===== config.mk =====
export PLATFORM = sky130hd
export DESIGN_NAME = rs_serial_shifter
export DESIGN_NICKNAME = d
export VERILOG_FILES = /design/src/rtl/rs_pkg.sv /design/src/rtl/rs_sequencer.sv /design/src/rtl/rs_shift_core.sv /design/src/rtl/rs_serial_shifter.sv
export SDC_FILE = /design/constraint.sdc
export NUM_CORES = 1
export LEC_CHECK = 0
export ABC_AREA = 1
export BUFFER_PORTS_ARGS = -buffer_cell sky130_fd_sc_hd__buf_4
export CAP_MARGIN = 20
export CORE_ASPECT_RATIO = 0.75
export CORE_UTILIZATION = 36
export CTS_CLUSTER_SIZE = 28
export DETAILED_ROUTE_END_ITERATION = 7
export GPL_ROUTABILITY_DRIVEN = 0
export PLACE_DENSITY = 0.66
export SLEW_MARGIN = 5
export SYNTH_ARGS = -nofsm -noshare
export SYNTH_HDL_FRONTEND = slang
export SYNTH_SLANG_ARGS = --single-unit

===== constraint.sdc =====
create_clock -name clk_i -period 1.46 [get_ports clk_i]
set_input_delay 0.292 -clock clk_i [delete_from_list [all_inputs] [get_ports clk_i]]
set_output_delay 0.292 -clock clk_i [all_outputs]
set_load 0.03 [all_outputs]

===== src/rtl/rs_pkg.sv =====
package rs_pkg;

    // Readout phase of the shifter.
    typedef enum logic [1:0] {
        PH_IDLE   = 2'd0,   // no word captured since reset
        PH_MARK   = 2'd1,   // marker period right after a capture
        PH_STREAM = 2'd2    // result bits followed by the chain stream
    } rs_phase_e;

endpackage


===== src/rtl/rs_sequencer.sv =====
module rs_sequencer
    import rs_pkg::*;
(
    input  logic clk_i,
    input  logic rst_ni,
    input  logic done_i,
    output logic armed_o,
    output logic sync_o
);

    typedef struct packed {
        rs_phase_e phase;
    } seq_state_t;

    seq_state_t st_d, st_q;

    always_comb begin
        st_d = st_q;
        if (done_i) begin
            st_d.phase = PH_MARK;
        end else begin
            unique case (st_q.phase)
                PH_IDLE:   st_d.phase = PH_IDLE;
                PH_MARK:   st_d.phase = PH_STREAM;
                PH_STREAM: st_d.phase = PH_STREAM;
                default:   st_d.phase = PH_IDLE;
            endcase
        end
    end

    always_ff @(posedge clk_i or negedge rst_ni) begin
        if (!rst_ni) begin
            st_q.phase <= PH_IDLE;
        end else begin
            st_q <= st_d;
        end
    end

    assign armed_o = (st_q.phase != PH_IDLE);
    assign sync_o  = (st_q.phase == PH_MARK);

endmodule


===== src/rtl/rs_shift_core.sv =====
module rs_shift_core #(
    parameter int WIDTH = 16
) (
    input  logic             clk_i,
    input  logic             rst_ni,
    input  logic             load_i,
    input  logic             shift_i,
    input  logic [WIDTH-1:0] par_i,
    input  logic             ser_i,
    output logic             msb_o
);

    localparam int MSB = WIDTH - 1;

    typedef struct packed {
        logic [WIDTH-1:0] sreg;
    } core_state_t;

    core_state_t st_d, st_q;

    // A load wins over a shift, so a new capture always restarts the word.
    always_comb begin
        st_d = st_q;
        if (load_i) begin
            st_d.sreg = par_i;
        end else if (shift_i) begin
            st_d.sreg = {st_q.sreg[MSB-1:0], ser_i};
        end
    end

    always_ff @(posedge clk_i or negedge rst_ni) begin
        if (!rst_ni) begin
            st_q.sreg <= '0;
        end else begin
            st_q <= st_d;
        end
    end

    assign msb_o = st_q.sreg[MSB];

endmodule


===== src/rtl/rs_serial_shifter.sv =====
module rs_serial_shifter #(
    parameter int WIDTH = 16
) (
    input  logic             clk_i,
    input  logic             rst_ni,
    input  logic             done_i,
    input  logic [WIDTH-1:0] result_i,
    input  logic             tag_i,
    output logic             sync_o,
    output logic             data_o
);

    logic armed;
    logic core_msb;

    rs_sequencer u_seq (
        .clk_i   (clk_i),
        .rst_ni  (rst_ni),
        .done_i  (done_i),
        .armed_o (armed),
        .sync_o  (sync_o)
    );

    rs_shift_core #(
        .WIDTH (WIDTH)
    ) u_core (
        .clk_i   (clk_i),
        .rst_ni  (rst_ni),
        .load_i  (done_i),
        .shift_i (armed),
        .par_i   (result_i),
        .ser_i   (tag_i),
        .msb_o   (core_msb)
    );

    // Output stage: retiming the MSB by one edge puts bit WIDTH-1 on the line
    // at edge #1, while the register shifts in the chain bit at that same edge.
    typedef struct packed {
        logic data;
    } out_state_t;

    out_state_t out_d, out_q;

    always_comb begin
        out_d = out_q;
        if (done_i) begin
            out_d.data = 1'b0;
        end else if (armed) begin
            out_d.data = core_msb;
        end else begin
            out_d.data = 1'b0;
        end
    end

    always_ff @(posedge clk_i or negedge rst_ni) begin
        if (!rst_ni) begin
            out_q.data <= 1'b0;
        end else begin
            out_q <= out_d;
        end
    end

    assign data_o = out_q.data;

endmodule


==> flow_summary.yaml <==
run_status:
  outcome: "finished, final reports clean"
final_layout:
  drive_above_1_share: 0.242
  fin_nets: 143
  final_area_mm2: 0.00107
  final_cell_mix: "nand2_1 (32), nand3_1 (32), buf_4 (23)"
  num_antenna_cells: 0
  final_cells: 152
  fillers: 214
  area_growth_pct: 25.2
clocking:
  clk_latency_ns: 0.29
  cts_buffers: 3
  cts_tree: "done"
  cts_sinks: 19
  clk_path_buf_depth: 2
  cts_root_buffer: "clkbuf_4"
  cts_resized: 0
  h-tree-depth: 1
  post_cts_buffers: 0
  path_clk_slew_ns: 0.11
timing:
  setup_viol: 0
  worst_clock_skew_ns: 0.00308
  worst_pin_slew_ns: 0.336
  slew_viol_final: 0
  slew_headroom: 0.775
  grt_setup_unrepaired: "no"
  hold_viol: 0
  fin_crit_ns: 1.35
  clock.fmax_mhz: 740
  setup_tns_ns: 0
  period_share: 0.925
power:
  p_leak_nw: 0.539
  fin_total_pwr_mw: 1.07
  vdd_drop_max_mv: 0.424
  powerDensity_mw_per_mm2: 1000
worst_setup_path:
  path_class: "reg2out"
  required_ns: 1.17
  crit_path_end_kind: "output port"
  worstSetupStartpointType: "register"
  crit_fanout: 2
  arrival_ns: 1.06
detailed_routing:
  routed_wl_um: 1750
  avgViaCountPerCell: 4.72
  ant_nets: 0
  drtIter0Drc: 30
  wire_per_inst_um: 11.5
  drcViolationCount: 0
  drt-pass1-iter-count: 4
  via_count: 717
yosys:
  ys_seq_area_frac: 0.557
  synth_cell_types: 11
  synth_largest_area_cell: "dfrtp_1"
  synth_area_leaders: "dfrtp_1 (56%), nand3_1 (19%), nand2_1 (14%), ha_1 (2.9%), buf_2 (2.3%)"
  yosys.area.top_type_share: 0.557
  ys_ff_latch: 19
  netlist_area_um2: 853
  avgSynthCellArea_um2: 8.71
  yosysWarnings: 0
  synthCells: 98
  synth_nets: 120
global_route:
  gr-usage-met1: 0.224
  grt_busiest_layer: "met2"
  grt_pass1_vias: 641
  gr-total-overflow: 0
  grt_usage: 0.159
  grt_max_degree: 22
  met3_usage: 0.0526
  grt_pass1_wl_um: 3030
  antenna_found_initial: 0
  grt_use_met2: 0.244
die:
  start_util: 0.403
  dieArea_mm2: 0.00257
  die_h_um: 44.2
  core-area_mm2: 0.00212
  rows: 14
  io_pins: 22
  die_w_um: 58.2
placement:
  hpwl_um: 1170
  placed_cell_area_mm2: 0.00103
  dpl.cell_count: 147
  io_buffer_count: 21
flow_run:
  cap_viol_max_count: 0
min_path:
  min_path_type: "in2reg"
## synthesized netlist by cell type
library cell,n
buf_2,4
buf_4,2
inv_1,3
nor2_4,1
nand3_1,32
inv_2,1
nor3b_1,1
nand2_1,32
ha_1,2
dfrtp_1,19
nor2_1,1
## final cells by class
cell class	count	area, um^2	share of cell area
Inverter	4	15.0	0.0141
Clock inverter	1	5.00	0.00468
Timing Repair Buffer	24	183	0.171
Tap cell	32	40.0	0.0375
Clock buffer	3	22.5	0.0211
Multi-Input combinational cell	69	328	0.307
Sequential cell	19	475	0.445
## logic make-up after synthesis
family                   after synthesis  share of synthesized area
flip-flops                            19                      0.557
adder cells (fa/ha/maj)                2                     0.0293
buffers and inverters                 10                     0.0586
AND/OR/NAND/NOR                       67                      0.355
## stage by stage
| step | setup slack [ns] | utilization | hold WS, ns |
|---|---|---|---|
| floorplan | 0.260 | - | -0.00359 |
| global placement | 0.314 | 0.486 | 0.183 |
| CTS | 0.0914 | 0.504 | 0.187 |
| finish | 0.109 | 0.504 | 0.198 |
| detailed placement | 0.291 | 0.486 | 0.181 |
| global route | 0.0541 | 0.504 | 0.189 |
## power breakdown
group | internal (mW) | leakage [nW] | switching, mW | total, mW
Combinational | 0.0859 | 0.288 | 0.102 | 0.188
Clock | 0.102 | 0.0177 | 0.164 | 0.266
Sequential | 0.583 | 0.233 | 0.0320 | 0.615
Total | 0.771 | 0.539 | 0.297 | 1.07
## per-layer routing
layer | vias to the layer above | share of wire
met4 | 0 | 0.0074
met5 | - | 0
met2 | 21 | 0.45
met1 | 329 | 0.50
li1 | 365 | -
met3 | 2 | 0.044
## worst paths after layout
| path | startpoint | to | slack, ns | cells past startpoint |
|---|---|---|---|---|
| worst max register to register | u_seq.st_q[0] | u_core.st_q[5] | 0.26 | 5 |
| min in group asynchronous | rst_ni | u_core.st_q[14] | 0.39 | 2 |
| worst min-delay path | tag_i | u_core.st_q[0] | 0.20 | 3 |
| worst max-delay path | u_seq.st_q[0] | sync_o | 0.11 | 2 |
| worst min register to register | u_core.st_q[1] | u_core.st_q[2] | 0.50 | 2 |
| max in group asynchronous | rst_ni | u_core.st_q[7] | 0.87 | 2 |
## repair_timing
action,CTS,global route
hold buffers,1,0
endpoints found under the hold margin,19,0
setup endpoints to repair,0,0
## sequential cells by signal (all words and copies together) (netlist names)
signal       flops
data_o           1
u_core.st_q     16
u_seq.st_q       2
## critical path, cell delays in order, from the launching register on
cell     delay (ns)
dfrtp_1        0.40
ha_1           0.20
buf_4          0.17
(Power assumes the default switching activity.)
